## src/rtl/fpsf_pkg.sv

```systemverilog
package fpsf_pkg;
  localparam int NUM_FIELDS = 4;
  localparam int CTL_W      = 7;
  localparam int FLG_W      = 6;
  localparam int SEL_W      = $clog2(NUM_FIELDS);

  typedef enum logic [1:0] {
    OP_NONE  = 2'b00,
    OP_CHECK = 2'b01,
    OP_SETC  = 2'b10,
    OP_CLRF  = 2'b11
  } op_e;
endpackage

```

## src/rtl/fpsf_field.sv

```systemverilog
module fpsf_field #(
  parameter int            CW      = 7,
  parameter int            FW      = 6,
  parameter logic [CW-1:0] CTL_RST = '0
) (
  input  logic          clk_i,
  input  logic          rst_ni,
  input  logic          set_i,
  input  logic [CW-1:0] and_i,
  input  logic [CW-1:0] or_i,
  input  logic          clr_i,
  input  logic          upd_i,
  input  logic [FW-1:0] upd_bits_i,
  output logic [CW-1:0] ctl_o,
  output logic [FW-1:0] flg_o
);
  always_ff @(posedge clk_i or negedge rst_ni) begin
    if (!rst_ni) begin
      ctl_o <= CTL_RST;
      flg_o <= '0;
    end else begin
      if (set_i) ctl_o <= (ctl_o & and_i) | or_i;
      // clear outranks a concurrent sticky update
      if (clr_i)      flg_o <= '0;
      else if (upd_i) flg_o <= flg_o | upd_bits_i;
    end
  end
endmodule

```

## src/rtl/fpsf_check.sv

```systemverilog
module fpsf_check #(
  parameter int FW = 6
) (
  input  logic [FW-1:0] alt_i,
  input  logic [FW-1:0] main_i,
  input  logic [FW-1:0] trap_i,
  output logic          fire_o
);
  logic trap_hit, new_evt;
  always_comb begin
    trap_hit = |(alt_i & trap_i);
    new_evt  = |(alt_i & ~main_i);
    fire_o   = trap_hit | new_evt;
  end
endmodule

```

## src/rtl/fp_status_ctrl.sv

```systemverilog
module fp_status_ctrl
  import fpsf_pkg::*;
#(
  parameter logic [CTL_W-1:0] CTL_RST  = 7'h46,
  parameter logic [FLG_W-1:0] TRAP_RST = 6'h15
) (
  input  logic                        clk_i,
  input  logic                        rst_ni,
  input  logic [1:0]                  op_i,
  input  logic [SEL_W-1:0]            sel_i,
  input  logic [CTL_W-1:0]            and_mask_i,
  input  logic [CTL_W-1:0]            or_mask_i,
  input  logic                        upd_valid_i,
  input  logic [SEL_W-1:0]            upd_sel_i,
  input  logic [FLG_W-1:0]            upd_flags_i,
  output logic                        recover_o,
  output logic [NUM_FIELDS*CTL_W-1:0] ctl_o,
  output logic [NUM_FIELDS*FLG_W-1:0] flg_o,
  output logic [FLG_W-1:0]            trap_o
);
  op_e              op;
  logic [FLG_W-1:0] flg_arr [NUM_FIELDS];
  logic [FLG_W-1:0] alt_flg;
  logic             fire;

  assign op = op_e'(op_i);

  for (genvar g = 0; g < NUM_FIELDS; g++) begin : g_field
    logic sel_hit, upd_hit;
    assign sel_hit = (sel_i == SEL_W'(g));
    assign upd_hit = upd_valid_i && (upd_sel_i == SEL_W'(g));

    fpsf_field #(
      .CW     (CTL_W),
      .FW     (FLG_W),
      .CTL_RST(CTL_RST)
    ) u_field (
      .clk_i     (clk_i),
      .rst_ni    (rst_ni),
      .set_i     (sel_hit && op == OP_SETC),
      .and_i     (and_mask_i),
      .or_i      (or_mask_i),
      .clr_i     (sel_hit && op == OP_CLRF),
      .upd_i     (upd_hit),
      .upd_bits_i(upd_flags_i),
      .ctl_o     (ctl_o[g*CTL_W +: CTL_W]),
      .flg_o     (flg_o[g*FLG_W +: FLG_W])
    );
    assign flg_arr[g] = flg_o[g*FLG_W +: FLG_W];
  end

  assign alt_flg = flg_arr[sel_i];

  fpsf_check #(.FW(FLG_W)) u_check (
    .alt_i (alt_flg),
    .main_i(flg_arr[0]),
    .trap_i(trap_o),
    .fire_o(fire)
  );

  always_ff @(posedge clk_i or negedge rst_ni) begin
    if (!rst_ni) begin
      trap_o    <= TRAP_RST;
      recover_o <= 1'b0;
    end else begin
      trap_o    <= trap_o;
      recover_o <= (op == OP_CHECK) && fire;
    end
  end
endmodule

```

## config.mk

```make
export PLATFORM = sky130hd
export DESIGN_NAME = fp_status_ctrl
export DESIGN_NICKNAME = d
export VERILOG_FILES = /design/src/rtl/fpsf_pkg.sv /design/src/rtl/fpsf_field.sv /design/src/rtl/fpsf_check.sv /design/src/rtl/fp_status_ctrl.sv
export SDC_FILE = /design/constraint.sdc
export NUM_CORES = 1
export LEC_CHECK = 0
export ABC_CLOCK_PERIOD_IN_PS = 1400
export BUFFER_PORTS_ARGS = -buffer_cell sky130_fd_sc_hd__buf_2
export CAP_MARGIN = 10
export CORE_MARGIN = 4
export CORE_UTILIZATION = 36
export CTS_CLUSTER_SIZE = 14
export DETAILED_ROUTE_END_ITERATION = 16
export SLEW_MARGIN = 20
export SYNTH_ARGS = -nofsm -noshare
export SYNTH_HDL_FRONTEND = slang
export SYNTH_SLANG_ARGS = --single-unit
```

## constraint.sdc

```tcl
create_clock -name clk_i -period 1.4 [get_ports clk_i]
set_input_delay 0.07 -clock clk_i [delete_from_list [all_inputs] [get_ports clk_i]]
set_output_delay 0.07 -clock clk_i [all_outputs]
set_load 0.01 [all_outputs]
```

Yosys cells after proc, flatten, opt, wreduce, memory -nomap -nowiden
Index checks and enable logic that the tools add are counted.

Register bits: 53. Input bits: 29. Word-level logic and storage cells: 67.

Magnitude comparators: 1. Equality and inequality tests: 9. Mux-type cells: 11. Bitwise logic cells: 16. Reductions and logical operators: 21.

Operator list (number): 6-bit 2-to-1 mux (10); 7-bit bitwise AND (4); 7-bit OR (4); 6-bit OR (4); 1-bit logical AND (13); 6-bit binary-select mux with 2-bit select (1); 2-bit equality test, second input constant (6); 2-bit nonzero test (4); 6-bit bitwise AND (1); 2-bit by 1-bit equality test with 1-bit output, second input constant (3); 6-bit inverter (1); 6-bit OR reduction (1); 2-bit zero test (2); 3-bit >= comparator, second input constant (1); 2-bit inverter with 3-bit output (1); 3-bit OR reduction (1); 1-bit OR (1).

Logic depth before layout (Yosys ltp)
Word-level depth: 8. Gate-level depth with buffers: 6.

Modules after synthesis
From an unflattened synthesis, not the netlist that was laid out.

Cell total of the unflattened synthesis: 202. Area total of the unflattened synthesis: 2457.4 µm².

By module, submodules not included: fpsf_field (times used 4, cells an instance 40, area an instance 503.0 µm², sequential area each 329.1 µm²); fp_status_ctrl (times used 1, cells an instance 31, area an instance 381.6 µm², sequential area each 25.0 µm²); fpsf_check (times used 1, cells an instance 11, area an instance 63.8 µm², sequential area each 0.0 µm²).

Least setup slack after synthesis
No wires, ideal clock.

Path kind: register to register. Start: register g_field[2].u_field.flg_o[4]. End: register recover_o. Setup time: 0.126 ns. Arrival: 1.372 ns. Data required time: 1.274 ns. Setup slack: -0.098 ns. Stages on the path, launching flop included: 5. Path buffers: 0. Clock period less this slack: 1.498 ns. Cell sequence: dfrtp_1 > or4_1 > nand3_1 > o31ai_1 > o311a_1.

Word-level cells in the longest chain between the ends: 7. Elaborated cells between the ends (all ways): 8.

RTL lines: start, declared (RTL line fpsf_field.sv:15) `output logic [FW-1:0] flg_o`; start signal, assigned (RTL line fpsf_field.sv:25) `else if (upd_i) flg_o <= flg_o | upd_bits_i;`; 6-bit binary-select mux with 2-bit select (*) (RTL line fp_status_ctrl.sv:52) `assign alt_flg = flg_arr[sel_i];`; 6-bit 2-to-1 mux (not written as such) (*) (2 in series) (RTL line fp_status_ctrl.sv:52); 6-bit bitwise AND (RTL line fpsf_check.sv:12) `new_evt = |(alt_i & ~main_i);`; 6-bit OR reduction (RTL line fpsf_check.sv:12); 1-bit OR (*) (RTL line fpsf_check.sv:13) `fire_o = trap_hit | new_evt;`; 1-bit logical AND (*) (RTL line fp_status_ctrl.sv:67) `recover_o <= (op == OP_CHECK) && fire;`; end signal, assigned (RTL line fp_status_ctrl.sv:67); end, declared (RTL line fp_status_ctrl.sv:16) `output logic recover_o,`.

Mark *: on every way between the ends. The rest lies on a longest branch, timed or not. The select of a mux whose other input is x is not followed. A chain may end at the register's enable or synchronous reset.

Worst setup path after layout
Start: register g_field[3].u_field.flg_o[4]. End: register recover_o.

Word-level cells in the longest chain between the ends: 7. Elaborated cells between the ends (all ways): 8.

RTL lines (RTL line): start, declared (fpsf_field.sv:15); start signal, assigned (fpsf_field.sv:25); 6-bit binary-select mux with 2-bit select (*) (fp_status_ctrl.sv:52); 6-bit 2-to-1 mux (not written as such) (*) (2 in series) (fp_status_ctrl.sv:52); 6-bit bitwise AND (fpsf_check.sv:12); 6-bit OR reduction (fpsf_check.sv:12); 1-bit OR (*) (fpsf_check.sv:13); 1-bit logical AND (*) (fp_status_ctrl.sv:67).

Marks and branches as above.

==> metrics <==
post-synthesis compound-gate area fraction=0.137; share of layout cells above drive strength 1=0.353; Crit Reg-Reg Endpoint=recover_o$_DFF_PN0_; Worst Path Arrival=1670 ps; worst skew pair latency=300 ps; die height=86.8 um; most frequent cells in the layout=buf_2 (81), nand2_1 (60), dfrtp_1 (41); first-pass GRT wire length=9720 um; Root Buffer=clkbuf_8; Setup crit end=recover_o$_DFF_PN0_; RSZ-0062 raised after global routing=true; Avg WL per Cell=14.7 um; clock buffer depth=2; critical path startpoint=g_field[3].u_field.flg_o[4]$_DFFE_PN0P_; Clock Pin Slew Worst Setup and Hold Paths=90 ps; fin cells=415; CTS H-tree lvls=2; top cells by area, synth=dfrtp_1 (46%), dfstp_2 (14%), nand2_1 (10%); synthesis-to-layout area growth=31.7%; setup ws final=-85.5 ps; Via density=4.82; setup TNS=-85.5 ps; max cap viols=0; reg2reg path depth=4; Int Pwr=2800 uW; # DRC=0; Overflow after GRT=0; Crit Path Class=reg -> reg; Seq/Total Area, Yosys=0.601; post-synthesis mux area share=0.0151; dominant synthesized flop cell=dfrtp_1; FF+latch count, synth=53; Flop pwr share=0.514; initial antenna violation count=0; Final #Nets=368; Die Area=0.00753 mm^2; Final Max Slew Viols=0; Gate power share=0.270; Final period util=1.06; cell family with most CP delay=simple AND/OR/NAND/NOR gates; fillers=616; Fin. Hold Viols=0; leading cell type in the layout, fill and taps excluded=buf_2; Crit. path cell count=4; post-synth top area share=0.459; pwr/cell area=1380 mW/mm^2; crit path buf inv count=0; Max Clock Freq=673 MHz; R2R setup slack=-90 ps; Leakage Power=0.00147 uW; dpl hpwl=4590 um; Tmin final=1490 ps; Hold Path Class=in -> reg; multi-input gate area in the final layout=823 um^2; Global Route Usage Sum=0.165; syn_area_per_cell=9.38 um^2; sw frac=0.312; xor/xnor share of the synthesized area=0; ant diodes=0; DR iter-0 viols=66; Min Hold Slack=16.6 ps; final design utilization=0.494; total wire length=6120 um; simple-gate share of the synthesized area=0.206; largest family of logic cells by synthesized area=simple AND/OR/NAND/NOR gates; routed vias=2002; outcome=complete, but fails checks; worst slew pin tran=774 ps; Max stage delay on crit path=530 ps; critical-path cell list=or4b_1 -> nand3_1 -> o31ai_1 -> o311a_1; largest net degree at the start of global routing=54; Post-CTS Resized=0; Async S/R FF share, synth=1.00; Post-Synth Adder-Cell Area=0; Die W=86.8 um; number of I/O pins=88; Placed Cells=402; Worst EP required=1590 ps; failing checks=negative setup slack; Post-synth EDFFs=0; Psw=1270 uW; storage element area=0.00134 mm^2; Setup Viol. Count Final=1; CTS Buf Count=5; Starting Density=0.375; Synth Warn #=0; post-synthesis cell area=0.00223 mm^2; vias in the first global route=1986; CTS tree=yes; RePlAce Congestion=0.819; Port Buffers=81; slowest CP cell=or4b_1; Worst slew margin=0.483; Critical Path Source Type=flop; post-route ant nets=0; post-synth top area cell=dfrtp_1; R2R Path Start=g_field[3].u_field.flg_o[4]$_DFFE_PN0P_; Num Clock Sinks=53; clock share of power=0.217; Core Region=0.00596 mm^2; Pwr Total=4070 uW; worst ir drop on vdd=0.674 mV; Cells after Synth=238; 1st-pass router iterations=4; # rows=28; Netlist cell types=31; CP endpoint kind=flop; Worst Path Max Fanout=2; Clock Skew=2.92 ps
## flip-flops by register name, summed over array words and instances (netlist names)
register,count
g_field.u_field.ctl_o,28
g_field.u_field.flg_o,24
recover_o,1
## worst register-to-register path, cell delays in order, from the launching register on
cell and delay, ps:
dfrtp_1 380, or4b_1 530, nand3_1 110, o31ai_1 70
o311a_1 290
## stage by stage
| step | setup slack (ps) | instance area [um^2] |
|---|---|---|
| finish | -85.5 | 2940 |
| global route | -107 | 2940 |
| CTS | -90.0 | 2930 |
| detailed placement | -79.7 | 2800 |
| global placement | -67.6 | 2800 |
| floorplan | -56.9 | 2250 |
## what timing repair did
item,4_1_cts,5_1_grt
setup buffers,0,1
pin swaps,2,2
hold buffers,4,0
endpoints found under the setup margin,1,1
endpoints found under the hold margin,53,0
## cell usage after synthesis, types with 2 or more instances
| cell type | n |
|---|---|
| mux2_2 | 3 |
| nor3b_1 | 3 |
| nand3_1 | 2 |
| conb_1 | 2 |
| a21oi_1 | 24 |
| nor2_1 | 29 |
| nor4_1 | 2 |
| o21ai_0 | 28 |
| a22oi_1 | 3 |
| clkbuf_1 | 4 |
| buf_4 | 6 |
| and2_1 | 2 |
| nor3_1 | 2 |
| nand2_1 | 60 |
| dfstp_2 | 12 |
| dfrtp_1 | 41 |
## cells by family (layout without fill, tap and decap cells)
logic type,Yosys count,in the layout
AND/OR/NAND/NOR,108,108
AO/OA/AOI/OAI,58,58
flip-flops,53,53
buffers and inverters,14,112
multiplexers,3,3
other,2,6
## power groups by stage
stage	Sequential (uW)	Clock [uW]	Combinational [uW]
final	2090	881	1100
after global routing	2130	965	1230
after CTS	2090	904	1110
after detailed placement	2120	0	1100
after global placement	2110	0	1080
after floorplan	2260	0	346
## cell type report
type                       count  area share
sequential                    53       0.456
inverter                       2     0.00255
tap                           75      0.0319
multi-input combinational    175       0.280
clock buffer                   8      0.0306
timing repair buffer         102       0.199
## layer usage
layer,part of all wire,track usage
met5,0,0
met4,0.0070,0.0297
met3,0.072,0.0380
met1,0.44,0.221
met2,0.48,0.275
## worst min path at each step
stage | startpoint | end | cells past startpoint
floorplan | rst_ni | g_field[0].u_field.ctl_o[0]$_DFFE_PN0P_ | 0
global placement | rst_ni | g_field[0].u_field.ctl_o[5]$_DFFE_PN0P_ | 2
detailed placement | rst_ni | g_field[0].u_field.ctl_o[5]$_DFFE_PN0P_ | 2
CTS | or_mask_i[4] | g_field[1].u_field.ctl_o[4]$_DFFE_PN0P_ | 3
global route | or_mask_i[4] | g_field[1].u_field.ctl_o[4]$_DFFE_PN0P_ | 3
finish | or_mask_i[0] | g_field[0].u_field.ctl_o[0]$_DFFE_PN0P_ | 3
(Power assumes the default switching activity.)
